<file path="config.mk">
export PLATFORM = sky130hd
export DESIGN_NAME = vpic_top
export DESIGN_NICKNAME = d
export VERILOG_FILES = /design/src/rtl/vpic_pkg.sv /design/src/rtl/vpic_regs.sv /design/src/rtl/vpic_arb.sv /design/src/rtl/vpic_top.sv
export SDC_FILE = /design/constraint.sdc
export NUM_CORES = 2
export LEC_CHECK = 0
export BUFFER_PORTS_ARGS = -buffer_cell sky130_fd_sc_hd__buf_2
export CAP_MARGIN = 10
export CORE_ASPECT_RATIO = 0.8
export CORE_UTILIZATION = 30
export CTS_CLUSTER_DIAMETER = 40
export DETAILED_ROUTE_END_ITERATION = 12
export MAX_ROUTING_LAYER = met4
export PLACE_DENSITY_LB_ADDON = 0.15
export SLEW_MARGIN = 20
export SYNTH_ARGS = -nofsm -noshare
export SYNTH_HDL_FRONTEND = slang
export SYNTH_SLANG_ARGS = --single-unit
</file>
<file path="constraint.sdc">
create_clock -name clk -period 182.7 [get_ports clk]
set_clock_uncertainty 0.2 [all_clocks]
set_input_delay 18.27 -clock clk [delete_from_list [all_inputs] [get_ports clk]]
set_output_delay 18.27 -clock clk [all_outputs]
set_load 0.1 [all_outputs]
</file>
<file path="src/rtl/vpic_pkg.sv">
`timescale 1ns/1ps
package vpic_pkg;
    localparam int SRC_N      = 64;
    localparam int DATA_W     = 32;
    localparam int HALF_W     = DATA_W / 2;
    localparam int PRIO_W     = 4;
    localparam int THR_W      = PRIO_W + 1;
    localparam int ADDR_W     = 7;
    localparam int IDX_W      = $clog2(SRC_N);
    localparam int PRI_PER_W  = DATA_W / PRIO_W;
    localparam int PRI_WORDS  = SRC_N / PRI_PER_W;
    localparam int PRI_SEL_W  = $clog2(PRI_WORDS);

    localparam logic [ADDR_W-1:0] A_CTL   = 7'h00;
    localparam logic [ADDR_W-1:0] A_THR   = 7'h04;
    localparam logic [ADDR_W-1:0] A_SETN  = 7'h08;
    localparam logic [ADDR_W-1:0] A_CLRN  = 7'h0C;
    localparam logic [ADDR_W-1:0] A_ENH   = 7'h10;
    localparam logic [ADDR_W-1:0] A_ENL   = 7'h14;
    localparam logic [ADDR_W-1:0] A_RTH   = 7'h18;
    localparam logic [ADDR_W-1:0] A_RTL   = 7'h1C;
    localparam logic [ADDR_W-1:0] A_NVEC  = 7'h40;
    localparam logic [ADDR_W-1:0] A_FVEC  = 7'h44;
    localparam logic [ADDR_W-1:0] A_REQH  = 7'h48;
    localparam logic [ADDR_W-1:0] A_REQL  = 7'h4C;
    localparam logic [ADDR_W-1:0] A_FRH   = 7'h50;
    localparam logic [ADDR_W-1:0] A_FRL   = 7'h54;
    localparam logic [ADDR_W-1:0] A_NPH   = 7'h58;
    localparam logic [ADDR_W-1:0] A_NPL   = 7'h5C;
    localparam logic [ADDR_W-1:0] A_FPH   = 7'h60;
    localparam logic [ADDR_W-1:0] A_FPL   = 7'h64;

    // priority words live in 0x20..0x3C: bits [6:5] == 2'b01, aligned
    function automatic logic is_pri_addr(logic [ADDR_W-1:0] a);
        return (a[6:5] == 2'b01) && (a[1:0] == 2'b00);
    endfunction

    // reverse placement: lowest address holds the highest source group
    function automatic logic [PRI_SEL_W-1:0] pri_group(logic [ADDR_W-1:0] a);
        return PRI_SEL_W'(PRI_WORDS - 1) - a[PRI_SEL_W+1:2];
    endfunction
endpackage

</file>
<file path="src/rtl/vpic_regs.sv">
`timescale 1ns/1ps
module vpic_regs
    import vpic_pkg::*;
(
    input  logic                     clk,
    input  logic                     rst_n,
    input  logic                     wr,
    input  logic [ADDR_W-1:0]        addr,
    input  logic [DATA_W-1:0]        wdata,
    output logic [DATA_W-1:0]        ctl_q,
    output logic [THR_W-1:0]         thr_q,
    output logic [SRC_N-1:0]         en_q,
    output logic [SRC_N-1:0]         route_q,
    output logic [SRC_N-1:0]         force_q,
    output logic [SRC_N*PRIO_W-1:0]  pri_q
);
    localparam logic [SRC_N-1:0] ONE = {{(SRC_N-1){1'b0}}, 1'b1};

    logic [IDX_W-1:0] num;
    assign num = wdata[IDX_W-1:0];

    always_ff @(posedge clk) begin
        if (!rst_n) begin
            ctl_q   <= '0;
            thr_q   <= '1;
            en_q    <= '0;
            route_q <= '0;
            force_q <= '0;
            pri_q   <= '0;
        end else if (wr) begin
            case (addr)
                A_CTL:  ctl_q <= wdata;
                A_THR:  thr_q <= wdata[THR_W-1:0];
                A_SETN: en_q  <= en_q | (ONE << num);
                A_CLRN: en_q  <= en_q & ~(ONE << num);
                A_ENH:  en_q[DATA_W +: DATA_W]    <= wdata;
                A_ENL:  en_q[0 +: DATA_W]         <= wdata;
                A_RTH:  route_q[DATA_W +: DATA_W] <= wdata;
                A_RTL:  route_q[0 +: DATA_W]      <= wdata;
                A_FRH:  force_q[DATA_W +: DATA_W] <= wdata;
                A_FRL:  force_q[0 +: DATA_W]      <= wdata;
                default: begin
                    if (is_pri_addr(addr))
                        pri_q[pri_group(addr)*DATA_W +: DATA_W] <= wdata;
                end
            endcase
        end
    end

    assert_setnum_one_bit_R2: assert property (@(posedge clk) disable iff (!rst_n)
        (wr && addr == A_SETN) |=> (en_q == ($past(en_q) | (ONE << $past(num)))));

    assert_clrnum_one_bit_R3: assert property (@(posedge clk) disable iff (!rst_n)
        (wr && addr == A_CLRN) |=> (en_q == ($past(en_q) & ~(ONE << $past(num)))));

    assert_ro_write_keeps_enables_R11: assert property (@(posedge clk) disable iff (!rst_n)
        (wr && addr == A_NVEC) |=> $stable(en_q));
endmodule

</file>
<file path="src/rtl/vpic_arb.sv">
`timescale 1ns/1ps
module vpic_arb
    import vpic_pkg::*;
(
    input  logic                     clk,
    input  logic                     rst_n,
    input  logic [SRC_N-1:0]         pend_n,
    input  logic [SRC_N-1:0]         pend_f,
    input  logic [SRC_N*PRIO_W-1:0]  pri,
    output logic                     n_valid,
    output logic [IDX_W-1:0]         n_idx,
    output logic [PRIO_W-1:0]        n_prio,
    output logic                     f_valid,
    output logic [IDX_W-1:0]         f_idx
);
    // normal: scan upward, ">=" hands ties to the higher number
    always_comb begin
        n_valid = 1'b0;
        n_idx   = '0;
        n_prio  = '0;
        for (int i = 0; i < SRC_N; i++) begin
            if (pend_n[i] && (!n_valid || pri[i*PRIO_W +: PRIO_W] >= n_prio)) begin
                n_valid = 1'b1;
                n_idx   = IDX_W'(i);
                n_prio  = pri[i*PRIO_W +: PRIO_W];
            end
        end
    end

    // fast: highest-numbered pending source
    always_comb begin
        f_valid = 1'b0;
        f_idx   = '0;
        for (int i = 0; i < SRC_N; i++) begin
            if (pend_f[i]) begin
                f_valid = 1'b1;
                f_idx   = IDX_W'(i);
            end
        end
    end

    assert_winner_is_pending_R9: assert property (@(posedge clk) disable iff (!rst_n)
        n_valid |-> pend_n[n_idx]);

    assert_fast_winner_is_pending_R10: assert property (@(posedge clk) disable iff (!rst_n)
        f_valid |-> pend_f[f_idx]);
endmodule

</file>
<file path="src/rtl/vpic_top.sv">
`timescale 1ns/1ps
module vpic_top
    import vpic_pkg::*;
(
    input  logic                 clk,
    input  logic                 rst_n,
    input  logic                 reg_wr,
    input  logic [ADDR_W-1:0]    reg_addr,
    input  logic [DATA_W-1:0]    reg_wdata,
    output logic [DATA_W-1:0]    reg_rdata,
    input  logic [SRC_N-1:0]     src_req,
    output logic                 irq_normal,
    output logic                 irq_fast
);
    logic [DATA_W-1:0]       ctl_q;
    logic [THR_W-1:0]        thr_q;
    logic [SRC_N-1:0]        en_q, route_q, force_q;
    logic [SRC_N*PRIO_W-1:0] pri_q;
    logic [SRC_N-1:0]        raw, pend_n, pend_f;
    logic                    n_valid, f_valid;
    logic [IDX_W-1:0]        n_idx, f_idx;
    logic [PRIO_W-1:0]       n_prio;
    logic [DATA_W-1:0]       nvec, fvec;

    vpic_regs u_regs (
        .clk(clk), .rst_n(rst_n), .wr(reg_wr), .addr(reg_addr), .wdata(reg_wdata),
        .ctl_q(ctl_q), .thr_q(thr_q), .en_q(en_q), .route_q(route_q),
        .force_q(force_q), .pri_q(pri_q)
    );

    assign raw    = src_req | force_q;
    assign pend_n = raw & en_q & ~route_q;
    assign pend_f = raw & en_q & route_q;

    vpic_arb u_arb (
        .clk(clk), .rst_n(rst_n), .pend_n(pend_n), .pend_f(pend_f), .pri(pri_q),
        .n_valid(n_valid), .n_idx(n_idx), .n_prio(n_prio),
        .f_valid(f_valid), .f_idx(f_idx)
    );

    assign irq_normal = n_valid && ({1'b0, n_prio} > thr_q);
    assign irq_fast   = |pend_f;

    assign nvec = n_valid ? {HALF_W'(n_idx), HALF_W'(n_prio)} : '1;
    assign fvec = f_valid ? {HALF_W'(f_idx), HALF_W'(0)}      : '1;

    always_comb begin
        reg_rdata = '0;
        case (reg_addr)
            A_CTL:  reg_rdata = ctl_q;
            A_THR:  reg_rdata = DATA_W'(thr_q);
            A_ENH:  reg_rdata = en_q[DATA_W +: DATA_W];
            A_ENL:  reg_rdata = en_q[0 +: DATA_W];
            A_RTH:  reg_rdata = route_q[DATA_W +: DATA_W];
            A_RTL:  reg_rdata = route_q[0 +: DATA_W];
            A_NVEC: reg_rdata = nvec;
            A_FVEC: reg_rdata = fvec;
            A_REQH: reg_rdata = raw[DATA_W +: DATA_W];
            A_REQL: reg_rdata = raw[0 +: DATA_W];
            A_FRH:  reg_rdata = force_q[DATA_W +: DATA_W];
            A_FRL:  reg_rdata = force_q[0 +: DATA_W];
            A_NPH:  reg_rdata = pend_n[DATA_W +: DATA_W];
            A_NPL:  reg_rdata = pend_n[0 +: DATA_W];
            A_FPH:  reg_rdata = pend_f[DATA_W +: DATA_W];
            A_FPL:  reg_rdata = pend_f[0 +: DATA_W];
            default: begin
                if (is_pri_addr(reg_addr))
                    reg_rdata = pri_q[pri_group(reg_addr)*DATA_W +: DATA_W];
            end
        endcase
    end

    assert_normal_needs_pending_R7: assert property (@(posedge clk) disable iff (!rst_n)
        irq_normal |-> (pend_n != '0));

    assert_full_threshold_blocks_R7: assert property (@(posedge clk) disable iff (!rst_n)
        (thr_q == '1) |-> !irq_normal);

    assert_fast_matches_winner_R8: assert property (@(posedge clk) disable iff (!rst_n)
        irq_fast == f_valid);
endmodule

</file>
Word-level counts from Yosys, hierarchy flattened --
Cells that the tools add are included.
Operators by class: bitwise operators 9, equal/unequal tests 18, $add $sub $neg 2, shift-type cells 4, muxes and demuxes 325, reductions and logical operators 206, magnitude comparators 64
Operator list (number):
- 32-bit case mux with 16 select lines | 1
- 6-bit 2-to-1 mux | 64
- 4-bit 2-to-1 mux | 80
- 64-bit bitwise AND | 4
- 256-bit bitwise mux | 1
- 32-bit by 34-bit variable shift with 256-bit output (first input constant) | 1
- 256-bit by 9-bit indexed part select with 32-bit output | 1
- 32-bit by 34-bit indexed part select with 256-bit output | 1
- 4-bit greater-or-equal comparator | 63
- 32-bit case mux with 3 select lines | 2
- 5-bit 2-to-1 mux | 32
- 1-bit 2-to-1 mux | 130
- 64-bit NOT | 2
- 64-bit OR | 2
- 32-bit 2-to-1 mux | 3
- 7-bit equality test (second input constant) | 10
- 1-bit logical AND | 65
- 64-bit OR reduction | 1
- 1-bit by 6-bit << shifter with 64-bit output (first input constant) | 1
- 1-bit zero test | 63
- 1-bit logical OR | 63
- 8-bit negator with 34-bit output | 1
- 7-bit by 5-bit equality test with 1-bit output (second input constant) | 4
- 3-bit 2-to-1 mux | 8
- 13 further kinds | 25
Word-level totals: bits of input ports 106, output and inout port bits 34, bits in registers 485, logic and storage cells 637

Logic depth before layout (Yosys ltp) --
word-level depth 258, depth in mapped cells 537, depth with buffers taken out 518

Hierarchy --
From an unflattened synthesis, not the netlist that was laid out.
Unflattened totals: cell total of the unflattened synthesis 5623, area total of the unflattened synthesis 41883.9 sq um
Modules (own cells, without submodules):
- vpic_regs | instances 1, cells each 2470, seq. area each 9709.3 sq um, area each 20636.0 sq um
- vpic_arb | instances 1, cells each 2063, seq. area each 0.0 sq um, area each 13758.2 sq um
- vpic_top | instances 1, cells each 1090, seq. area each 0.0 sq um, area each 7489.7 sq um

Worst setup path after synthesis --
OpenSTA, ideal clock, no wires.
path kind input-to-output, start point input port src_req[0], end point output port irq_normal, arrival time 115.798 ns, required time 164.230 ns, setup slack 48.432 ns, cell stages on the path 510, path buffers 20, cell sequence o21a_1 nor2b_1 buf_4 and2_1 ha_1 nor3b_1 o21ai_0 a21oi_1 a22o_1 ha_1 nand2b_1 a211o_1 a221oi_2 nand2b_1 mux2_2 ha_1 nand2b_1 nand3_1 [474 not listed] inv_1 mux2_2 ha_1 nand2b_1 a21o_1 a21o_1 a21oi_1 a211o_1 clkbuf_1 mux2i_1 a21boi_1 inv_1 ha_1 nor2b_1 o21ai_0 nand2b_1 a21oi_1 nor3_1
Between the ends: longest elaborated chain between the ends 258, elaborated cells between the ends (all ways) 385, classes of those cells 64 x order compare; 128 x mux; 3 x bitwise; 190 x reduce/logical
Ends and longest elaborated chain:
- from (decl) | line vpic_top.sv:11 | input logic [SRC_N-1:0] src_req,
- 64-bit OR * | line vpic_top.sv:31 | assign raw = src_req | force_q;
- 64-bit bitwise AND * (2 in series) | line vpic_top.sv:32 | assign pend_n = raw & en_q & ~route_q;
- 4-bit 2-to-1 mux or 1-bit 2-to-1 mux (tied branches) | line vpic_arb.sv:22 | if (pend_n[i] && (!n_valid || pri[i*PRIO_W +: PRIO_W] >= n_prio)) begin
- 4-bit greater-or-equal comparator or 1-bit zero test (tied branches) | line vpic_arb.sv:22
- 1-bit logical OR | line vpic_arb.sv:22
- 1-bit logical AND | line vpic_arb.sv:22
- 4-bit 2-to-1 mux or 1-bit 2-to-1 mux (tied branches) | line vpic_arb.sv:22
- 4-bit greater-or-equal comparator or 1-bit zero test (tied branches) | line vpic_arb.sv:22
- [241 not listed]
- 1-bit logical AND | line vpic_arb.sv:22
- 4-bit 2-to-1 mux or 1-bit 2-to-1 mux (tied branches) | line vpic_arb.sv:22
- 4-bit greater-or-equal comparator or 1-bit zero test (tied branches) | line vpic_arb.sv:22
- 1-bit logical OR | line vpic_arb.sv:22
- 1-bit logical AND | line vpic_arb.sv:22
- 4-bit 2-to-1 mux | line vpic_arb.sv:22
- 4-bit by 5-bit > comparator with 1-bit output | line vpic_top.sv:41 | assign irq_normal = n_valid && ({1'b0, n_prio} > thr_q);
- 1-bit logical AND * | line vpic_top.sv:41
- to (decl) | line vpic_top.sv:12 | output logic irq_normal,
Mark *: on every way between the ends. The rest lies on a longest branch, timed or not.

Worst setup path after layout --
Ends and elaborated chain as after synthesis.

==> key figures <==
GRT
  • First-pass GRT wire length: 331200 um
  • Vias in the first global route: 39857
  • GRT Util Overall: 37.59%
  • Initial antenna violation count: 26
  • Largest net degree at the start of global routing: 184
  • Grt ovf: 0

Floorplanning
  • Chip width: 402.5 um
  • Row cnt: 117
  • Starting density of the core: 30.25%
  • Chip height: 322.4 um
  • DIE AREA: 129700 um2
  • # IOs: 140
  • Area of the core: 127200 um2

Critical path
  • Setup crit start kind: input pin
  • Crit Path Class: input pin to output port
  • CP Capture Type: output port
  • Critical path launch point: src_req[0]
  • R2R Path Start: u_regs.en_q[9]
  • Slowest cell on the critical path: a21oi_1
  • Worst reg-to-reg path cell count: 3
  • CP max FO: 15
  • Reg-to-reg endpoint: u_regs.en_q[9]
  • CP required: 164.23 ns
  • R2R Setup Slk: 181.11 ns
  • Cell mode on critical path: ha_1
  • Crit path largest cell delay: 0.80 ns
  • Critical Path AT: 129.96 ns

Worst hold path
  • WHS Endpoint: u_regs.pri_q[180]
  • Hold Crit Start: u_regs.pri_q[180]
  • WHS Path Cells: 2
  • Worst hold-check path type: flop to flop

Yosys
  • Syn avg cell area: 7.182 um2
  • Synth Instances: 5359
  • Post-synthesis sequential element count: 485
  • Main area contributors after synthesis: dfxtp_1 25%, a21oi_1 10%, nand2_1 10%, ha_1 6.7%, o21ai_0 4.2%
  • Yosys top cell by area: dfxtp_1
  • Post-synth EDFFs: 0
  • Yosys warns: 0
  • Ys async rst share: 0%
  • Post-synthesis cell type count: 134
  • Top cell type's share of synthesized area: 25.23%
  • Main synth FF type: dfxtp_1
  • Sequential cell area fraction in the yosys report: 25.23%
  • Synthesized area: 38490 um2
  • Net Count, Synth: 5670

Detailed routing
  • Vias: 45133
  • Detail Route Antenna Nets: 0
  • Vias per std cell: 6.332
  • Post-Route WL: 244600 um
  • Drt first pass iters: 8
  • Wire per inst: 34.32 um
  • Drt first-iter violations: 7380
  • DR DRC count: 0

Clock network
  • Clock sinks: 485
  • TritonCTS Buffers: 94
  • H-tree levels: 3
  • # hold bufs at CTS: 0
  • CTS tree: done
  • Clock latency at the later pin of the worst-skew pair: 0.73 ns
  • CTS clk-pin slew, worst paths: 0.05 ns
  • Post-CTS setup buffers: 0
  • Number of gates resized after CTS: 0
  • Clk buf depth: 3
  • Root Driver: clkbuf_16

Finish
  • Layout Nets: 5676
  • Area growth syn-to-layout: 15.17%
  • Fraction of layout cells with a size suffix above 1: 12.71%

Placed design
  • Post-DP HPWL: 184600 um
  • Placer Congestion: 1.072
  • IO buf count: 139

STA
  • RSZ-0062 raised after global routing: false
  • Max-slew headroom: 15.05%
  • Final Cycle Share: 81.25%
  • Fin crit period: 148.43 ns
  • Measured slew at the worst slew-check pin: 1.264 ns
  • Fin Hold WS: 0.2486 ns
  • Setup violations, final: 0
  • FMAX: 6.737 MHz
  • Final hold violations: 0
  • Post-route setup TNS: 0 ns
  • Slew Limit Fails: 0

Status
  • Outcome: finished clean

Power
  • PD cells: 7.699 nW/um2
  • Overall Power: 341.3 uW
  • Leak: 15.58 nW
  • Worst IR Drop VDD: 0.000007276 V

Job
  • Max Cap Violations: 0
[flip-flops by register name, summed over array words and instances, names as in the netlist]
register        cells
u_regs.en_q        64
u_regs.pri_q      256
u_regs.force_q     64
u_regs.thr_q        5
u_regs.route_q     64
u_regs.ctl_q       32
[area by class of cell]
cell class | instances | area [um2]
Fill cell | 13562 | 82890
Multi-Input combinational cell | 4320 | 26670
Sequential cell | 485 | 9709
Clock buffer | 103 | 2416
Tap cell | 1666 | 2085
Timing Repair Buffer | 249 | 1539
Clock inverter | 74 | 1051
Inverter | 215 | 814.5
Antenna cell | 16 | 40.04
[metrics by stage]
step,area [um2],instances,util (%),setup slack [ns]
floorplan,38490,5359,-,48.43
global placement,40800,6935,32.07,38.90
detailed placement,40800,6935,32.08,36.78
CTS,44270,7112,34.80,36.21
global route,44320,7123,34.84,26.15
finish,44330,7128,34.85,34.27
[worst max-delay path: cells and delay by family]
family	cells	cell delay (ns)
simple gates	144	24.45
buf+inv	14	1.85
mux	23	8.85
fa+ha+maj	75	20.70
compound gates	235	55.68
[Yosys cell counts, drive strengths merged (27+ instances only)]
cell type / count
mux4: 64
nor3: 81
a21o: 74
o211ai: 84
ha: 205
and2: 53
buf: 49
nand2b: 110
inv: 215
mux2i: 39
o21a: 54
nand3: 122
nor4: 27
and3: 34
a22oi: 69
a22o: 63
nand2: 1032
mux2: 54
o21ai: 351
or2: 42
o31ai: 29
a21oi: 784
a21boi: 32
nor3b: 51
a31oi: 75
a211oi: 38
dfxtp: 485
nor2: 360
clkbuf: 286
[cell families after synthesis]
logic type                 count (synthesis)  share of synthesized area, %
and+or+nand+nor                         2016                         23.68
buffers and inverters                    554                         5.666
muxes                                    157                         6.339
AOI/OAI and AO/OA                       1929                         32.09
DFF                                      485                         25.23
adders and majority gates                218                         7.006
[routing by layer]
| layer | global-route usage, % | up-vias | wire, um |
|---|---|---|---|
| li1 | - | 19567 | - |
| met1 | 52.47 | 22160 | 106600 |
| met2 | 49.09 | 2978 | 93900 |
| met3 | 10.42 | 428 | 31180 |
| met4 | 17.27 | 0 | 12930 |
| met5 | - | - | 0 |
[cells in the final DEF (no fill, tap or decap), types with 23 or more instances in the layout]
| master | synthesis | routed |
|---|---|---|
| mux2_2 | 54 | 54 |
| dfxtp_1 | 485 | 485 |
| a31oi_1 | 73 | 73 |
| o31ai_1 | 26 | 26 |
| nor2_1 | 356 | 351 |
| a211oi_1 | 38 | 38 |
| nand4_1 | 23 | 23 |
| clkbuf_16 | 0 | 94 |
| a22o_1 | 61 | 61 |
| inv_1 | 213 | 212 |
| o21a_1 | 53 | 51 |
| nand2b_1 | 110 | 110 |
| nand2_1 | 1031 | 1028 |
| a21oi_1 | 782 | 782 |
| nand3_1 | 120 | 120 |
| mux4_2 | 64 | 64 |
| buf_2 | 6 | 137 |
| nor3b_1 | 50 | 50 |
| buf_4 | 7 | 111 |
| a21boi_0 | 26 | 25 |
| o21ai_0 | 325 | 323 |
| and2_1 | 48 | 45 |
| a222oi_1 | 26 | 26 |
| nor3_1 | 81 | 80 |
| a22oi_1 | 68 | 68 |
| ha_1 | 205 | 205 |
| or2_2 | 38 | 38 |
| mux2i_1 | 39 | 39 |
| a21o_1 | 71 | 71 |
| and3_1 | 33 | 32 |
| o211ai_1 | 81 | 81 |
[how the worst max path moves through the flow]
stage | endpoint | slack, ns | cells after the start
floorplan | irq_normal | 48.43 | 510
global placement | irq_normal | 38.90 | 489
detailed placement | irq_normal | 36.78 | 492
CTS | irq_normal | 36.21 | 493
global route | irq_normal | 26.15 | 493
finish | irq_normal | 34.27 | 491
[report_power, final]
part           switching (mW)  internal [mW]  leakage, nW
Sequential           0.000609          0.106         3.91
Clock                  0.0720          0.122         1.65
Combinational          0.0306        0.00995         10.0
Power figures use the tool's default switching activity.
